[config.mk]
export PLATFORM = sky130hd
export DESIGN_NAME = scsi_hs_engine
export DESIGN_NICKNAME = d
export VERILOG_FILES = /design/src/rtl/scsi_hs_pkg.sv /design/src/rtl/hs_ack_sync.sv /design/src/rtl/hs_delay_timer.sv /design/src/rtl/hs_rx_capture.sv /design/src/rtl/scsi_hs_engine.sv
export SDC_FILE = /design/constraint.sdc
export NUM_CORES = 1
export LEC_CHECK = 0
export ABC_AREA = 0
export ABC_CLOCK_PERIOD_IN_PS = 4350
export BUFFER_PORTS_ARGS = -buffer_cell sky130_fd_sc_hd__buf_4
export CAP_MARGIN = 20
export CORE_ASPECT_RATIO = 1.4
export CORE_MARGIN = 4
export CORE_UTILIZATION = 50
export CTS_BUF_LIST = sky130_fd_sc_hd__clkbuf_16
export DETAILED_ROUTE_END_ITERATION = 8
export PLACE_DENSITY = 0.75
export SYNTH_ARGS = -nofsm -noshare
export SYNTH_HDL_FRONTEND = slang
export SYNTH_SLANG_ARGS = --single-unit
[constraint.sdc]
create_clock -name clk -period 4.35 [get_ports clk]
set_input_delay 1.0875 -clock clk [delete_from_list [all_inputs] [get_ports clk]]
set_output_delay 1.0875 -clock clk [all_outputs]
set_load 0.03 [all_outputs]
[src/rtl/scsi_hs_pkg.sv]
package scsi_hs_pkg;

  typedef enum logic [3:0] {
    ST_IDLE,
    ST_TX_FETCH,
    ST_TX_SETUP,
    ST_TX_WAIT_ACK,
    ST_TX_WAIT_REL,
    ST_RX_WAIT_ACK,
    ST_RX_SAMPLE,
    ST_RX_WAIT_REL,
    ST_RX_PUSH,
    ST_DONE
  } hs_state_e;

  // Odd parity bit for a data byte: total number of ones becomes odd.
  function automatic logic odd_parity(input logic [7:0] d);
    return ~(^d);
  endfunction

  // Nanosecond window converted to whole clock cycles, rounded up, at least 1.
  function automatic int unsigned ns_to_cycles(input int unsigned ns,
                                               input int unsigned mhz);
    int unsigned c;
    c = (ns * mhz + 999) / 1000;
    return (c == 0) ? 1 : c;
  endfunction

endpackage

[src/rtl/hs_ack_sync.sv]
module hs_ack_sync #(
  parameter int unsigned STAGES = 2
) (
  input  logic clk,
  input  logic rst_n,
  input  logic ack_i,
  input  logic clr_i,
  output logic lvl_o,
  output logic edge_o
);

  logic [STAGES-1:0] chain_q;
  logic              prev_q;
  logic              cap_q;
  logic              cap_d;
  logic              rise;

  genvar g;
  generate
    for (g = 0; g < STAGES; g++) begin : g_stage
      if (g == 0) begin : g_first
        always_ff @(posedge clk or negedge rst_n) begin
          if (!rst_n) chain_q[0] <= 1'b0;
          else        chain_q[0] <= ack_i;
        end
      end else begin : g_next
        always_ff @(posedge clk or negedge rst_n) begin
          if (!rst_n) chain_q[g] <= 1'b0;
          else        chain_q[g] <= chain_q[g-1];
        end
      end
    end
  endgenerate

  assign lvl_o = chain_q[STAGES-1];
  assign rise  = lvl_o & ~prev_q;

  // A fresh assertion edge wins over a clear in the same cycle.
  always_comb begin
    cap_d = cap_q;
    if (clr_i) cap_d = 1'b0;
    if (rise)  cap_d = 1'b1;
  end

  always_ff @(posedge clk or negedge rst_n) begin
    if (!rst_n) begin
      prev_q <= 1'b0;
      cap_q  <= 1'b0;
    end else begin
      prev_q <= lvl_o;
      cap_q  <= cap_d;
    end
  end

  assign edge_o = cap_q | rise;

endmodule

[src/rtl/hs_delay_timer.sv]
module hs_delay_timer #(
  parameter int unsigned CYCLES = 25
) (
  input  logic clk,
  input  logic rst_n,
  input  logic load_i,
  output logic expired_o
);

  localparam int unsigned W = (CYCLES < 2) ? 1 : $clog2(CYCLES);

  logic [W-1:0] cnt_q;
  logic [W-1:0] cnt_d;

  always_comb begin
    cnt_d = cnt_q;
    if (load_i)            cnt_d = W'(CYCLES - 1);
    else if (cnt_q != '0)  cnt_d = cnt_q - 1'b1;
  end

  always_ff @(posedge clk or negedge rst_n) begin
    if (!rst_n) cnt_q <= '0;
    else        cnt_q <= cnt_d;
  end

  assign expired_o = (cnt_q == '0);

endmodule

[src/rtl/hs_rx_capture.sv]
module hs_rx_capture (
  input  logic       clk,
  input  logic       rst_n,
  input  logic       cap_i,
  input  logic       clr_err_i,
  input  logic [7:0] db_i,
  input  logic       dbp_i,
  output logic [7:0] data_o,
  output logic       err_o
);

  logic [7:0] data_q;
  logic       err_q;
  logic       err_d;
  logic       bad;

  assign bad = cap_i & ~(^{db_i, dbp_i});

  always_comb begin
    err_d = err_q;
    if (clr_err_i) err_d = 1'b0;
    else if (bad)  err_d = 1'b1;
  end

  always_ff @(posedge clk or negedge rst_n) begin
    if (!rst_n) begin
      data_q <= '0;
      err_q  <= 1'b0;
    end else begin
      if (cap_i) data_q <= db_i;
      err_q <= err_d;
    end
  end

  assign data_o = data_q;
  assign err_o  = err_q;

endmodule

[src/rtl/scsi_hs_engine.sv]
module scsi_hs_engine
  import scsi_hs_pkg::*;
#(
  parameter int unsigned CLK_MHZ     = 250,
  parameter int unsigned DELAY_NS    = 100,
  parameter int unsigned CNT_W       = 8,
  parameter int unsigned SYNC_STAGES = 2
) (
  input  logic             clk,
  input  logic             rst_n,
  input  logic             start_i,
  input  logic             dir_tx_i,
  input  logic [CNT_W-1:0] count_i,
  input  logic             bus_rst_i,
  output logic             busy_o,
  output logic             done_o,
  output logic             par_err_o,
  input  logic             in_valid_i,
  input  logic [7:0]       in_data_i,
  output logic             in_ready_o,
  output logic             out_valid_o,
  output logic [7:0]       out_data_o,
  input  logic             out_ready_i,
  output logic [7:0]       db_o,
  output logic             dbp_o,
  output logic             db_oe_o,
  input  logic [7:0]       db_i,
  input  logic             dbp_i,
  output logic             req_o,
  input  logic             ack_i
);

  localparam int unsigned DLY = ns_to_cycles(DELAY_NS, CLK_MHZ);

  hs_state_e        st_q, st_d;
  logic [CNT_W-1:0] rem_q, rem_d;
  logic [7:0]       txd_q, txd_d;
  logic             txp_q, txp_d;

  logic ack_lvl, ack_edge, ack_seen;
  logic edge_clr, tmr_load, tmr_exp, rx_cap, err_clr;

  hs_ack_sync #(.STAGES(SYNC_STAGES)) u_ack (
    .clk    (clk),
    .rst_n  (rst_n),
    .ack_i  (ack_i),
    .clr_i  (edge_clr),
    .lvl_o  (ack_lvl),
    .edge_o (ack_edge)
  );

  hs_delay_timer #(.CYCLES(DLY)) u_tmr (
    .clk       (clk),
    .rst_n     (rst_n),
    .load_i    (tmr_load),
    .expired_o (tmr_exp)
  );

  hs_rx_capture u_rx (
    .clk       (clk),
    .rst_n     (rst_n),
    .cap_i     (rx_cap),
    .clr_err_i (err_clr),
    .db_i      (db_i),
    .dbp_i     (dbp_i),
    .data_o    (out_data_o),
    .err_o     (par_err_o)
  );

  assign ack_seen = ack_lvl | ack_edge;

  always_comb begin
    st_d     = st_q;
    rem_d    = rem_q;
    txd_d    = txd_q;
    txp_d    = txp_q;
    edge_clr = 1'b0;
    tmr_load = 1'b0;
    rx_cap   = 1'b0;
    err_clr  = 1'b0;
    unique case (st_q)
      ST_IDLE: begin
        if (start_i) begin
          err_clr = 1'b1;
          rem_d   = count_i;
          if (count_i == '0) begin
            st_d = ST_DONE;
          end else if (dir_tx_i) begin
            st_d = ST_TX_FETCH;
          end else begin
            edge_clr = 1'b1;
            st_d     = ST_RX_WAIT_ACK;
          end
        end
      end
      ST_TX_FETCH: begin
        if (in_valid_i) begin
          txd_d    = in_data_i;
          txp_d    = odd_parity(in_data_i);
          tmr_load = 1'b1;
          st_d     = ST_TX_SETUP;
        end
      end
      ST_TX_SETUP: begin
        if (tmr_exp) begin
          edge_clr = 1'b1;
          st_d     = ST_TX_WAIT_ACK;
        end
      end
      ST_TX_WAIT_ACK: begin
        if (ack_seen) begin
          rem_d = rem_q - 1'b1;
          st_d  = ST_TX_WAIT_REL;
        end
      end
      ST_TX_WAIT_REL: begin
        if (!ack_lvl) st_d = (rem_q == '0) ? ST_DONE : ST_TX_FETCH;
      end
      ST_RX_WAIT_ACK: begin
        if (ack_seen) begin
          tmr_load = 1'b1;
          st_d     = ST_RX_SAMPLE;
        end
      end
      ST_RX_SAMPLE: begin
        if (tmr_exp) begin
          rx_cap = 1'b1;
          rem_d  = rem_q - 1'b1;
          st_d   = ST_RX_WAIT_REL;
        end
      end
      ST_RX_WAIT_REL: begin
        if (!ack_lvl) st_d = ST_RX_PUSH;
      end
      ST_RX_PUSH: begin
        if (out_ready_i) begin
          if (rem_q == '0) begin
            st_d = ST_DONE;
          end else begin
            edge_clr = 1'b1;
            st_d     = ST_RX_WAIT_ACK;
          end
        end
      end
      ST_DONE: st_d = ST_IDLE;
      default: st_d = ST_IDLE;
    endcase
    if (bus_rst_i) st_d = ST_IDLE;
  end

  always_ff @(posedge clk or negedge rst_n) begin
    if (!rst_n) begin
      st_q  <= ST_IDLE;
      rem_q <= '0;
      txd_q <= '0;
      txp_q <= 1'b1;
    end else begin
      st_q  <= st_d;
      rem_q <= rem_d;
      txd_q <= txd_d;
      txp_q <= txp_d;
    end
  end

  assign busy_o      = (st_q != ST_IDLE);
  assign done_o      = (st_q == ST_DONE);
  assign in_ready_o  = (st_q == ST_TX_FETCH);
  assign out_valid_o = (st_q == ST_RX_PUSH);
  assign db_oe_o     = (st_q == ST_TX_SETUP) || (st_q == ST_TX_WAIT_ACK);
  assign db_o        = txd_q;
  assign dbp_o       = txp_q;
  assign req_o       = (st_q == ST_TX_WAIT_ACK) || (st_q == ST_RX_WAIT_ACK) ||
                       (st_q == ST_RX_SAMPLE);

endmodule

==> results of run 1 <==
## cells by family (layout without fill, tap and decap cells)
| kind of cell | count (synthesis) | in the layout | synth area share, % |
|---|---|---|---|
| and+or+nand+nor | 75 | 75 | 18.6 |
| AOI/OAI and AO/OA | 55 | 55 | 17.1 |
| DFF | 39 | 39 | 41.5 |
| buffers and inverters | 22 | 75 | 4.25 |
| muxes | 20 | 20 | 9.45 |
| xor gates and xnor gates | 18 | 18 | 7.59 |
| adders and majority gates | 3 | 3 | 1.59 |
## per-layer routing
layer / wire, um / global-route usage (%)
met1: 2000 / 21.5
met2: 2910 / 37.6
met3: 277 / 4.53
met4: 68 / 6.10
met5: 0 / 0
## per-stage QoR
stage | utilization (%) | total power [W] | setup WS (ps)
detailed placement | 61.7 | 0.00150 | 1570
CTS | 65.4 | 0.00193 | 1270
finish | 65.4 | 0.00191 | 1250
global route | 65.4 | 0.00205 | 1130
floorplan | - | 0.00128 | 1660
global placement | 61.7 | 0.00149 | 1590
## worst max-delay path: cells and delay by family (launching register included)
| kind | cells | cell delay, ps |
|---|---|---|
| flip-flops | 1 | 990 |
| AO/OA/AOI/OAI | 1 | 230 |
| XOR/XNOR | 1 | 200 |
| buffers and inverters | 1 | 160 |
| AND/OR/NAND/NOR | 1 | 150 |
## area by class of cell
cell class                 count  share of cell area (%)
multi-input combinational    171                    43.2
timing repair buffer          56                    14.2
inverter                      11                    1.39
sequential                    39                    33.0
clock inverter                 3                    1.44
clock buffer                   5                    4.22
tap                           62                    2.62
## sequential cells by signal (all words and copies together), names as in the netlist, 4 cells and up
register / flops
u_tmr.cnt_q: 5
st_q: 4
rem_q: 8
db_o: 8
u_rx.data_o: 8
## power groups by stage
stage | registers [W] | clock network, W | logic (W)
after global routing | 0.000680 | 0.000442 | 0.000932
final | 0.000655 | 0.000419 | 0.000839
after floorplan | 0.000669 | 0 | 0.000608
after CTS | 0.000654 | 0.000427 | 0.000848
after global placement | 0.000657 | 0 | 0.000832
after detailed placement | 0.000661 | 0 | 0.000842
## how the worst max path moves through the flow
stage / slack [ps] / end / depth (start not counted) / start
2_1_floorplan: 1660 / db_oe_o / 4 / st_q[2]$_DFFE_PN0P_
3_3_place_gp: 1590 / req_o / 4 / st_q[2]$_DFFE_PN0P_
3_5_place_dp: 1570 / req_o / 4 / st_q[2]$_DFFE_PN0P_
4_1_cts: 1270 / req_o / 4 / st_q[2]$_DFFE_PN0P_
5_1_grt: 1130 / req_o / 4 / st_q[2]$_DFFE_PN0P_
6_report: 1250 / req_o / 4 / st_q[2]$_DFFE_PN0P_
## Yosys cell counts (2+ instances only)
cell       count
o21ai_0        6
xor2_1         2
a21o_1         3
or3_1          3
mux2i_1        2
nand3_1        6
nor4_1         6
a211oi_1       3
nor2_1        19
clkbuf_1       3
or4_1          2
dfrtp_1       38
nor3_1         8
nor3b_1        4
nand2b_1       3
a21oi_2        2
o31ai_1        2
nand2_1       10
inv_1         10
ha_1           3
o22a_1         2
mux2_2        18
a21oi_1       10
a22oi_1        2
a221oi_2       2
o21ai_1        6
xnor2_1       14
buf_2          5
and2_1         2
o2111ai_1      2
or4b_1         2
a211oi_2       2
==> results_dict.tcl, run 1 <==
set metrics [dict create \
    worstHoldStart "u_ack.chain_q[0]$_DFF_PN0_" \
    synth.top_cells.by_area "dfrtp_1 (40%), mux2_2 (8.6%), xnor2_1 (5.2%)" \
    synth_edf_count 0 \
    fp.dieW_um 66.0 \
    slowest_delay_ps 990 \
    worst_pin_slew_ps 986 \
    crit_arrival_ps 2010 \
    ys_seq_elements 39 \
    postRouteWirelength_mm 5.25 \
    hpwl_mm 3.92 \
    grtUsageTotal_pct 19.8 \
    synth.distinct_cells 62 \
    syn-num-nets 268 \
    cp_slowest_cell "dfrtp_1" \
    slew_violations 0 \
    multiInputGateArea_mm2 0.00128 \
    placedInstanceArea_mm2 0.00280 \
    r2r-end "rem_q[4]$_DFFE_PN0P_" \
    grt_antenna_before_repair 0 \
    combPwrFrac_pct 43.9 \
    antenna_cells 0 \
    synth_top_cell_by_area "dfrtp_1" \
    ir_worst_vdd_uv 349 \
    cts_tree "built" \
    startpoint_type "register" \
    cts_buffers 5 \
    die-area_mm2 0.00589 \
    fill_cells 392 \
    drive_above_1_share_pct 33.7 \
    layout_commonest_cell "buf_4" \
    clkSinkCount 39 \
    drt_first_pass_iters 4 \
    routed_via_density 5.66 \
    post-cts-setup-buffer-count 0 \
    first_global_vias 2009 \
    grt_pass1_wl_mm 9.01 \
    finalSetupViolations 0 \
    grt-ovfl-total 0 \
    maxSlewHeadroom_pct 34.3 \
    start_util_pct 52.0 \
    coreArea_mm2 0.00454 \
    std_cell_rows 29 \
    root_buffer "clkbuf_16" \
    endpoint_kind "output pin" \
    ios 57 \
    place_congestion 0.823 \
    tns_ps 0 \
    place_inst 339 \
    instances_no_fill 347 \
    crit_fanout 28 \
    finClkSkew_ps 4.33 \
    vias 1964 \
    syn_to_final_growth_pct 25.7 \
    required_ps 3260 \
    path_clk_slew_ps 60 \
    synthArstFlopShare_pct 100 \
    rsz0062_at_grt "no" \
    drtAntennaViolNets 0 \
    r2r_setup_slack_ps 1920 \
    syn_avg_cell_area_um2 10.2 \
    layout.nets 320 \
    wl_per_cell_um 15.1 \
    postLayoutCellArea_mm2 0.00296 \
    seq_area_frac_synth_pct 41.5 \
    hold_end "u_ack.lvl_o$_DFF_PN0_" \
    yosys_warnings 0 \
    power.density_mw_per_mm2 646 \
    postCtsResizedCells 0 \
    final_hold_viol_count 0 \
    clock_latency_ps 280 \
    io_buffers 56 \
    r2r_start "st_q[2]$_DFFE_PN0P_" \
    synth_area_mm2 0.00236 \
    max_cap_viol_count 0 \
    synthFlopType "dfrtp_1" \
    cts_max_level 2 \
    netSwitchingFraction_pct 40.1 \
    clk_path_buf_depth 2 \
    synth_cells 232 \
    critPathKind "register to output pin" \
    grt_start_max_net_pins 40 \
    regArea_um2 977 \
    leakagePower_nw 1.33 \
    power.share.clock_pct 21.9 \
    holdPathStages 0 \
    layout_common_cells "buf_4 (56), dfrtp_1 (38), nor2_1 (19)" \
    fmax_mhz 323 \
    p_int_w 0.00115 \
    die_h_um 89.2 \
    drc 0 \
    hold-worst-slack_ps 347 \
    r2r_cells 5 \
    hold_buffers 0 \
    switchingPower_w 0.000768 \
    first_iter_violations 82 \
    status "complete, no violations" \
    path_cells "xor2_2, a21o_1, and2_1, buf_4" \
    period_share_pct 71.3 \
    power_frac_seq_pct 34.2 \
    holdCritPathClass "register to register" \
    period_minus_slack_ps 3100 \
    synth.top_cell.area_share_pct 40.3 \
]
Note: power is estimated with default switching activity, not from simulation.
==> run 2: changes to the inputs <==
Settings changed: ABC_CLOCK_PERIOD_IN_PS 4350 to 2600, CORE_UTILIZATION 50 to 48, PLACE_DENSITY 0.75 to 0.76.
Clock period 4.35 ns to 2.6 ns, I/O delays scaled along.
==> results_dict.tcl, run 2 (synthesis results as in run 1) <==
set metrics [dict create \
    grt_antenna_before_repair 0 \
    grt_pass1_wl_mm 9.07 \
    std_cell_rows 29 \
    grt_start_max_net_pins 40 \
    path_cells "or4b_1, inv_1, buf_4" \
    cts_max_level 2 \
    power.share.clock_pct 19.1 \
    grt-ovfl-total 0 \
    cts_buffers 5 \
    power_frac_seq_pct 33.9 \
    place_congestion 0.836 \
    layout_common_cells "buf_4 (60), dfrtp_1 (38), nor2_1 (19)" \
    fp.dieW_um 67.2 \
    ios 57 \
    grtUsageTotal_pct 19.0 \
    drc 0 \
    antenna_cells 0 \
    hold_buffers 0 \
    io_buffers 56 \
    cts_tree "built" \
    postRouteWirelength_mm 5.24 \
    postCtsResizedCells 0 \
    hold-worst-slack_ps 323 \
    power.density_mw_per_mm2 1050 \
    placedInstanceArea_mm2 0.00283 \
    startpoint_type "register" \
    period_minus_slack_ps 2400 \
    drt_first_pass_iters 4 \
    switchingPower_w 0.00128 \
    status "complete, no violations" \
    regArea_um2 977 \
    cp_slowest_cell "or4b_1" \
    leakagePower_nw 1.34 \
    period_share_pct 92.2 \
    die-area_mm2 0.00611 \
    required_ps 1950 \
    p_int_w 0.00183 \
    path_clk_slew_ps 60 \
    path_buf_inv 2 \
    coreArea_mm2 0.00464 \
    fill_cells 417 \
    clk_path_buf_depth 2 \
    tns_ps 0 \
    die_h_um 90.9 \
    drtAntennaViolNets 0 \
    worst_pin_slew_ps 586 \
    total_power_w 0.00311 \
    fmax_mhz 417 \
    crit_fanout 18 \
    layout.nets 324 \
    clock_latency_ps 290 \
    crit_arrival_ps 1750 \
    final_hold_viol_count 0 \
    layout_commonest_cell "buf_4" \
    drive_above_1_share_pct 34.6 \
    postLayoutCellArea_mm2 0.00297 \
    rsz0062_at_grt "no" \
    critPathKind "register to output pin" \
    slew_violations 0 \
    endpoint_kind "output pin" \
    combPwrFrac_pct 47.0 \
    max_cap_viol_count 0 \
    first_iter_violations 118 \
    multiInputGateArea_mm2 0.00128 \
    clkSinkCount 39 \
    ir_worst_vdd_uv 719 \
    finClkSkew_ps 6.60 \
    crit_family "simple AND/OR/NAND/NOR gates" \
    wl_per_cell_um 14.9 \
    start_util_pct 50.8 \
    post-cts-setup-buffer-count 0 \
    hpwl_mm 4.04 \
    routed_via_density 5.48 \
    maxSlewHeadroom_pct 60.8 \
    slowest_delay_ps 640 \
    vias 1925 \
    netSwitchingFraction_pct 41.0 \
    first_global_vias 1998 \
    holdCritPathClass "primary input to async pin" \
    root_buffer "clkbuf_16" \
    syn_to_final_growth_pct 26.1 \
    finalSetupViolations 0 \
]
-- run 2: changes by cell type in the layout (fill, tap and decap cells not counted) --
cell and delta:
buf_4 +4, bufinv_16 -1, clkinv_4 +1, clkinvlp_4 +1, inv_6 -1
-- run 2: routing by layer --
metal  routed length, um  global-route usage, %
met1                2150                   22.3
met5                   0                      0
met3                 293                   4.86
met4                  85                   6.09
met2                2710                   32.7
-- run 2: power by group through the flow --
stage,Sequential (W),Clock [W],Combinational [W]
final,0.00105,0.000595,0.00146
after global routing,0.00110,0.000634,0.00162
after CTS,0.00105,0.000609,0.00148
after detailed placement,0.00106,0,0.00147
after global placement,0.00106,0,0.00145
after floorplan,0.00112,0,0.00102
-- run 2: path summary, 6_finish.rpt --
| path | startpoint | to | slack [ps] | depth (start not counted) |
|---|---|---|---|---|
| max in group asynchronous | rst_n | dbp_o$_DFFE_PN1P_ | 1920 | 1 |
| max | st_q[0]$_DFFE_PN0P_ | out_valid_o | 200 | 3 |
| min in group clk | u_ack.chain_q[0]$_DFF_PN0_ | u_ack.lvl_o$_DFF_PN0_ | 350 | 0 |
| max reg2reg | st_q[1]$_DFFE_PN0P_ | st_q[0]$_DFFE_PN0P_ | 540 | 6 |
| min reg2reg | u_ack.chain_q[0]$_DFF_PN0_ | u_ack.lvl_o$_DFF_PN0_ | 350 | 0 |
| min | rst_n | u_rx.data_o[7]$_DFFE_PN0P_ | 320 | 1 |
-- run 2: layout make-up --
type | instances | share of cell area [%]
tap | 62 | 2.61
sequential | 39 | 32.9
inverter | 11 | 1.39
clock buffer | 5 | 4.21
timing repair buffer | 60 | 15.2
clock inverter | 3 | 0.674
multi-input combinational | 171 | 43.1
-- run 2: through the flow --
step	setup slack, ps	utilization [%]	instances
2_1_floorplan	343	-	232
3_3_place_gp	519	60.9	343
3_5_place_dp	498	60.9	343
4_1_cts	215	64.0	351
5_1_grt	110	64.0	351
6_report	202	64.0	351
